**src/rtl/crcu_pkg.sv**
```systemverilog
`timescale 1ns/1ps
package crcu_pkg;

    localparam int FIELD_W = 4;

    typedef logic [FIELD_W-1:0] crfield_t;

    // Packs a field as {less, greater, equal, overflow-summary}.
    // The most significant vector bit is the field's bit 0.
    function automatic crfield_t make_field(input logic lt, input logic gt, input logic eq);
        crfield_t f;
        f = {lt, gt, eq, 1'b0};
        return f;
    endfunction

endpackage

```
**src/rtl/crcu_cmp.sv**
```systemverilog
`timescale 1ns/1ps
module crcu_cmp
    import crcu_pkg::*;
#(
    parameter int DATA_W = 32,
    parameter int IMM_W  = 16
) (
    input  logic [DATA_W-1:0] op_a,
    input  logic [DATA_W-1:0] op_b,
    input  logic [IMM_W-1:0]  imm,
    input  logic              use_imm,
    input  logic              is_signed,
    output crfield_t          result
);
    localparam int EXT_W = DATA_W - IMM_W;

    logic [DATA_W-1:0] rhs;
    logic              lt, gt, eq;

    always_comb begin
        if (use_imm) begin
            if (is_signed) rhs = {{EXT_W{imm[IMM_W-1]}}, imm};
            else           rhs = {{EXT_W{1'b0}}, imm};
        end else begin
            rhs = op_b;
        end
        eq = (op_a == rhs);
        if (is_signed) lt = ($signed(op_a) < $signed(rhs));
        else           lt = (op_a < rhs);
        gt = !lt && !eq;
        result = make_field(lt, gt, eq);
    end

endmodule

```
**src/rtl/crcu_bitxor.sv**
```systemverilog
`timescale 1ns/1ps
module crcu_bitxor #(
    parameter int CR_W = 32,
    localparam int BSEL_W = $clog2(CR_W)
) (
    input  logic [CR_W-1:0]   cr,
    input  logic [BSEL_W-1:0] src_a,
    input  logic [BSEL_W-1:0] src_b,
    output logic              result
);
    logic bit_a, bit_b;

    // Big-endian bit numbering: index i maps to vector bit CR_W-1-i.
    always_comb begin
        bit_a = 1'b0;
        bit_b = 1'b0;
        for (int i = 0; i < CR_W; i++) begin
            if (src_a == BSEL_W'(i)) bit_a = cr[CR_W-1-i];
            if (src_b == BSEL_W'(i)) bit_b = cr[CR_W-1-i];
        end
        result = bit_a ^ bit_b;
    end

endmodule

```
**src/rtl/cr_compare_unit.sv**
```systemverilog
`timescale 1ns/1ps
module cr_compare_unit
    import crcu_pkg::*;
#(
    parameter int DATA_W     = 32,
    parameter int IMM_W      = 16,
    parameter int NUM_FIELDS = 8,
    localparam int CR_W   = NUM_FIELDS * FIELD_W,
    localparam int FSEL_W = $clog2(NUM_FIELDS),
    localparam int BSEL_W = $clog2(CR_W)
) (
    input  logic              clk,
    input  logic              rst,
    input  logic              cmp_en,
    input  logic              cmp_signed,
    input  logic              cmp_use_imm,
    input  logic [FSEL_W-1:0] cmp_field,
    input  logic [DATA_W-1:0] cmp_a,
    input  logic [DATA_W-1:0] cmp_b,
    input  logic [IMM_W-1:0]  cmp_imm,
    input  logic              rec_en,
    input  logic [DATA_W-1:0] rec_value,
    input  logic              bx_en,
    input  logic [BSEL_W-1:0] bx_src_a,
    input  logic [BSEL_W-1:0] bx_src_b,
    input  logic [BSEL_W-1:0] bx_dst,
    output logic [CR_W-1:0]   cr_out
);
    typedef struct packed {
        logic [CR_W-1:0] cr;
    } state_t;

    state_t   state_d, state_q;
    crfield_t cmp_result;
    crfield_t rec_result;
    logic     bx_bit;

    crcu_cmp #(.DATA_W(DATA_W), .IMM_W(IMM_W)) u_cmp (
        .op_a      (cmp_a),
        .op_b      (cmp_b),
        .imm       (cmp_imm),
        .use_imm   (cmp_use_imm),
        .is_signed (cmp_signed),
        .result    (cmp_result)
    );

    // Record path: signed compare of the arithmetic result against zero.
    crcu_cmp #(.DATA_W(DATA_W), .IMM_W(IMM_W)) u_rec (
        .op_a      (rec_value),
        .op_b      ('0),
        .imm       ('0),
        .use_imm   (1'b0),
        .is_signed (1'b1),
        .result    (rec_result)
    );

    crcu_bitxor #(.CR_W(CR_W)) u_bx (
        .cr     (state_q.cr),
        .src_a  (bx_src_a),
        .src_b  (bx_src_b),
        .result (bx_bit)
    );

    // Writes are applied lowest priority first: record, bit XOR, compare.
    always_comb begin
        state_d = state_q;
        if (rec_en) begin
            state_d.cr[CR_W-1 -: FIELD_W] = rec_result;
        end
        if (bx_en) begin
            for (int i = 0; i < CR_W; i++) begin
                if (bx_dst == BSEL_W'(i)) state_d.cr[CR_W-1-i] = bx_bit;
            end
        end
        if (cmp_en) begin
            for (int f = 0; f < NUM_FIELDS; f++) begin
                if (cmp_field == FSEL_W'(f)) state_d.cr[CR_W-1-FIELD_W*f -: FIELD_W] = cmp_result;
            end
        end
    end

    always_ff @(posedge clk) begin
        if (rst) state_q <= '0;
        else     state_q <= state_d;
    end

    assign cr_out = state_q.cr;

endmodule

```
**config.mk**
```make
export PLATFORM = sky130hd
export DESIGN_NAME = cr_compare_unit
export DESIGN_NICKNAME = d
export VERILOG_FILES = /design/src/rtl/crcu_pkg.sv /design/src/rtl/crcu_cmp.sv /design/src/rtl/crcu_bitxor.sv /design/src/rtl/cr_compare_unit.sv
export SDC_FILE = /design/constraint.sdc
export NUM_CORES = 1
export LEC_CHECK = 0
export BUFFER_PORTS_ARGS = -buffer_cell sky130_fd_sc_hd__buf_4
export CAP_MARGIN = 20
export CORE_MARGIN = 3
export CORE_UTILIZATION = 50
export CTS_CLUSTER_SIZE = 24
export DETAILED_ROUTE_END_ITERATION = 6
export GPL_TIMING_DRIVEN = 0
export HOLD_SLACK_MARGIN = 0.02
export PLACE_DENSITY_LB_ADDON = 0.2
export SETUP_SLACK_MARGIN = 0.3
export SLEW_MARGIN = 20
export SYNTH_ARGS = -nofsm -noshare
export SYNTH_HDL_FRONTEND = slang
export SYNTH_SLANG_ARGS = --single-unit
```
**constraint.sdc**
```tcl
create_clock -name clk -period 4.65 [get_ports clk]
set_clock_uncertainty 0.1 [all_clocks]
set_input_delay 0.6975 -clock clk [delete_from_list [all_inputs] [get_ports clk]]
set_output_delay 0.6975 -clock clk [all_outputs]
set_load 0.005 [all_outputs]
```
## Yosys cells after proc, flatten, opt, wreduce, memory -nomap -nowiden

Cells that the tools add are included.

| operators by class | value |
|---|---|
| order comparisons | 3 |
| reductions and logical operators | 11 |
| equality and inequality tests | 101 |
| multiplexer cells | 110 |
| bitwise gates (word level) | 1 |

Operator list:

| cell | number |
|---|---|
| $eq A5 B5 Y1 const B | 48 |
| $mux W32 | 4 |
| $eq A5 B4 Y1 const B | 24 |
| $mux W1 | 97 |
| $lt A32 B32 Y1 | 2 |
| $eq A5 B3 Y1 const B | 12 |
| $mux W4 | 9 |
| $eq A32 B32 Y1 | 1 |
| $logic_not A32 Y1 | 1 |
| $lt A32 B1 Y1 const B | 1 |
| $eq A5 B2 Y1 const B | 6 |
| $eq A5 B1 Y1 const B | 3 |
| $logic_not A5 Y1 | 3 |
| $eq A3 B3 Y1 const B | 4 |
| $eq A3 B2 Y1 const B | 2 |
| $logic_not A1 Y1 | 4 |
| $eq A3 B1 Y1 const B | 1 |
| $logic_not A3 Y1 | 1 |
| $logic_and A1 B1 Y1 | 2 |
| $xor A1 B1 Y1 | 1 |

| word-level totals | value |
|---|---|
| register bits after elaboration | 32 |
| word-level logic and storage cells | 227 |
| bits of input ports | 137 |
| output and inout port bits | 32 |

## Depth between registers and ports, before layout

| depth | value |
|---|---|
| depth after elaboration | 38 |
| mapped depth | 14 |
| mapped depth without buffers | 12 |

## Cells and area by module

From an unflattened synthesis, not the netlist that was laid out.

| unflattened totals | value |
|---|---|
| cell total of the unflattened synthesis | 614 |
| area total of the unflattened synthesis | 4878.4 um^2 |

By module, submodules not included:

| module | times used | sequential area each (um^2) | cells each | area each (um^2) |
|---|---|---|---|---|
| crcu_cmp | 2 | 0.0 | 126 | 1034.7 |
| cr_compare_unit | 1 | 640.6 | 213 | 1809.2 |
| crcu_bitxor | 1 | 0.0 | 149 | 999.7 |

## Worst setup path after synthesis

OpenSTA, ideal clock, no wires.

| timing | value |
|---|---|
| path type | input -> register |
| from | input cmp_use_imm |
| to | register state_q (netlist bit cr_out[31]) |
| setup time | 0.127 ns |
| data arrival time | 3.391 ns |
| slack | 1.032 ns |
| data required time | 4.423 ns |
| buffers on the path | 2 |
| stages on the path | 12 |
| cells stage by stage | clkbuf_1 > buf_1 > mux2i_1 > ha_1 > nand4_1 > or2_2 > a221o_1 > a31oi_1 > nor3_2 > nor3_4 > nor3_1 > or3_1 |

| on the way | value |
|---|---|
| cells in the longest elaborated chain, start to end | 5 |
| elaborated cells between the ends (all ways) | 6 |
| those cells by class | order compare (2); mux (4) |

Ends and longest elaborated chain:

| element | line | text |
|---|---|---|
| start: declaration | cr_compare_unit.sv:16 | `input logic cmp_use_imm,` |
| $mux W32 * | crcu_cmp.sv:21 | `if (use_imm) begin` |
| $lt A32 B32 Y1, on equally long branches | crcu_cmp.sv:29, crcu_cmp.sv:28 |  |
| $mux W1 * | crcu_cmp.sv:28 | `if (is_signed) lt = ($signed(op_a) < $signed(rhs));` |
| $mux W4 * | cr_compare_unit.sv:77 | `if (cmp_field == FSEL_W'(f)) state_d.cr[CR_W-1-FIELD_W*f -: FIELD_W] = cmp_result;` |
| $mux W32 * | cr_compare_unit.sv:75 | `if (cmp_en) begin` |
| end signal: assignment | cr_compare_unit.sv:84 | `else state_q <= state_d;` |
| end: declaration | cr_compare_unit.sv:33 | `state_t state_d, state_q;` |

Every way passes the cells marked *; elsewhere a longest branch is shown, timed or not.
A chain may end at the register's enable or synchronous reset.

## Worst setup path in the final report

| timing | value |
|---|---|
| from | input cmp_use_imm |
| to | register state_q (netlist bit cr_out[5]) |

| on the way | value |
|---|---|
| cells in the longest elaborated chain, start to end | 4 |

Ends and longest elaborated chain:

| element | line | text |
|---|---|---|
| $mux W32 | crcu_cmp.sv:21 |  |
| $eq A32 B32 Y1 | crcu_cmp.sv:27 | `eq = (op_a == rhs);` |
| $mux W4 | cr_compare_unit.sv:77 |  |
| $mux W32 | cr_compare_unit.sv:75 |  |

Every way passes these cells.

==> impl_metrics.toml <==
[outcome]
status = "finished clean"

[global_route]
grt_use_total = 0.312
grt_pass1_wl_um = 22500
grt_max_degree = 11
grt_pass1_vias = 4781
grt_antenna_before_repair = 0
grt_remaining_overflow = 0

[yosys]
avgSynthCellArea_sq_um = 7.73
yosysSeqAreaShare = 0.160
yosys_most_used_dff = "dfxtp_1"
syn_nets = 686
synth_edf_count = 0
async_flop_share = 0
ys_types = 81
ys_warn_count = 0
synth_area_sq_um = 4000
synth_cells = 517
ys_ff_latch = 32

[drt]
num_vias = 5093
drc = 0
viasPerCell = 6.50
ant_nets = 0
drt-total-wl_um = 14700
routedWlPerCell_um = 18.8
drt-initial-drc-count = 455
dr.pass1.iters = 5

[layout]
nNetsFinal = 854
area_growth_pct = 35.3
largest_register_ffs = 32
drive_above_1_share = 0.307
n_fill_cell = 621
diodes = 0

[flow_run]
maxCapViolations = 0

[clock_network]
cts_resized = 0
insertion_delay_ns = 0.29
cts_tree = "yes"
numCtsBuffers = 5
post-cts-setup-buffers = 0
clkSinkCount = 32
cts_hold_buf = 0
clk_pin_slew_worst_paths_ns = 0.06
cts_htree_levels = 2
clk_path_buf_depth = 2
clock-root-buffer = "clkbuf_8"

[placement]
gp_congestion = 0.978
io_buffers = 161
dpl_worst_slack_ns = 0.365
hpwl_um = 12000

[power_and_ir_drop]
p_leak_nw = 2.31
power.total_w = 0.000890
ir_drop_mv = 0.0924
pwr_density_cell_nw_per_um2 = 165

[timing]
slew_violations = 0
relSlewSlack = 0.418
max_freq_mhz = 247
final.min_clock_period_ns = 4.05
tns_ns = 0
tightest_slew_ns = 0.867
hold_violations = 0
finalSetupViolCount = 0
period_share = 0.872
fin_ws_ns = 0.597
grt_setup_unrepaired = "no"

[floorplanning]
rows = 31
start_util = 0.534
die_h_um = 95.4
io_pins = 169
dieArea_sq_um = 9100
dieWidth_um = 95.4
core_sq_um = 7490

[worst_setup_path]
path_max_fanout = 10
regToRegSetupSlack_ns = 1.97
crit_required_ns = 4.77
critPathKind = "in -> reg"
cp.arrival_ns = 4.17
critPathLaunchType = "input port"
endpoint_kind = "register"

[worst_hold_path]
hp-class = "reg -> reg"
cells by family after synthesis:
group | after synthesis | share of synthesized area
buffers and inverters | 42 | 0.0504
flip-flops | 32 | 0.160
AO/OA/AOI/OAI | 162 | 0.303
AND/OR/NAND/NOR | 216 | 0.293
multiplexers | 33 | 0.0930
adder cells (fa/ha/maj) | 32 | 0.100
metrics by stage:
step	instances	hold slack [ns]	utilization	cell area [sq um]
after global routing	784	0.457	0.722	5410
after detailed placement	777	0.422	0.712	5330
final	784	0.456	0.722	5410
after floorplan	517	0.384	-	4000
after CTS	784	0.431	0.722	5410
after global placement	777	0.429	0.712	5330
per-layer routing:
metal,share of wire,vias to the layer above,GRT usage
met1,0.38,2349,0.391
met4,0.029,0,0.104
met2,0.47,338,0.540
met5,0,-,0
met3,0.12,52,0.0537
li1,-,2354,-
path summary, 6_finish.rpt:
kind                                   end         from  cells past startpoint
worst max-delay path             cr_out[5]  cmp_use_imm                     12
worst min-delay path            cr_out[16]   cr_out[16]                      2
worst min register to register  cr_out[16]   cr_out[16]                      2
worst max register to register  cr_out[30]    cr_out[6]                      9
synthesized netlist by cell type, drive strengths merged, types with 11 or more instances:
cell type | count | area, sq um
a211oi | 12 | 95.1
nand3 | 22 | 110
nand2 | 46 | 180
a31oi | 11 | 68.8
nor3 | 20 | 116
clkbuf | 14 | 53.8
a21oi | 14 | 70.1
inv | 14 | 52.6
nand4 | 11 | 68.8
nand2b | 17 | 106
buf | 14 | 95.1
o31ai | 11 | 123
nor4 | 11 | 83.8
nor2 | 40 | 150
o21ai | 43 | 215
dfxtp | 32 | 641
ha | 32 | 400
nor2b | 13 | 81.3
mux2i | 27 | 270
report_power, final:
part | leakage, nW | internal (W) | switching (W)
clock network | 0.0410 | 0.000102 | 0.000105
registers | 0.259 | 0.000281 | 0.0000122
logic | 2.01 | 0.000187 | 0.000203
total | 2.31 | 0.000570 | 0.000320
final cells by class:
class	instances	area, sq um	share of cell area
multi-input cells	443	3150	0.583
repair buffers	161	1210	0.224
flip-flops and latches	32	641	0.119
plain buffers	28	149	0.0275
well taps	99	124	0.0229
clock buffers	6	72.6	0.0134
inverters	14	52.6	0.00972
clock inverters	1	5.00	0.000926
critical path, stage by stage:
cell	delay, ns
clkbuf_1	0.18
nand2_1	0.20
clkbuf_1	0.28
o21ai_0	0.15
ha_1	0.31
and3_1	0.24
nand4_1	0.11
or4_1	0.65
nor4_4	0.72
and2b_1	0.36
o32ai_1	0.11
a31oi_1	0.15
cell usage in the layout, fill, tap and decap left out, types with 5 or more instances in the layout:
cell,count
buf_2,7
o21ai_1,10
nor2_1,40
a22o_1,5
nor2b_1,13
a211oi_1,11
nor3_1,18
nand4_1,11
o21ai_0,33
nand3_1,22
o31ai_2,8
nand2_1,45
o211ai_1,5
o21a_1,5
nand2b_1,17
o32ai_1,5
buf_4,164
inv_1,14
dfxtp_1,32
ha_1,32
a31oi_1,11
a21o_1,6
nor4_1,10
mux2i_1,27
a21oi_1,14
clkbuf_8,5
clkbuf_1,14
No activity file was read; power rests on OpenSTA's default activity.
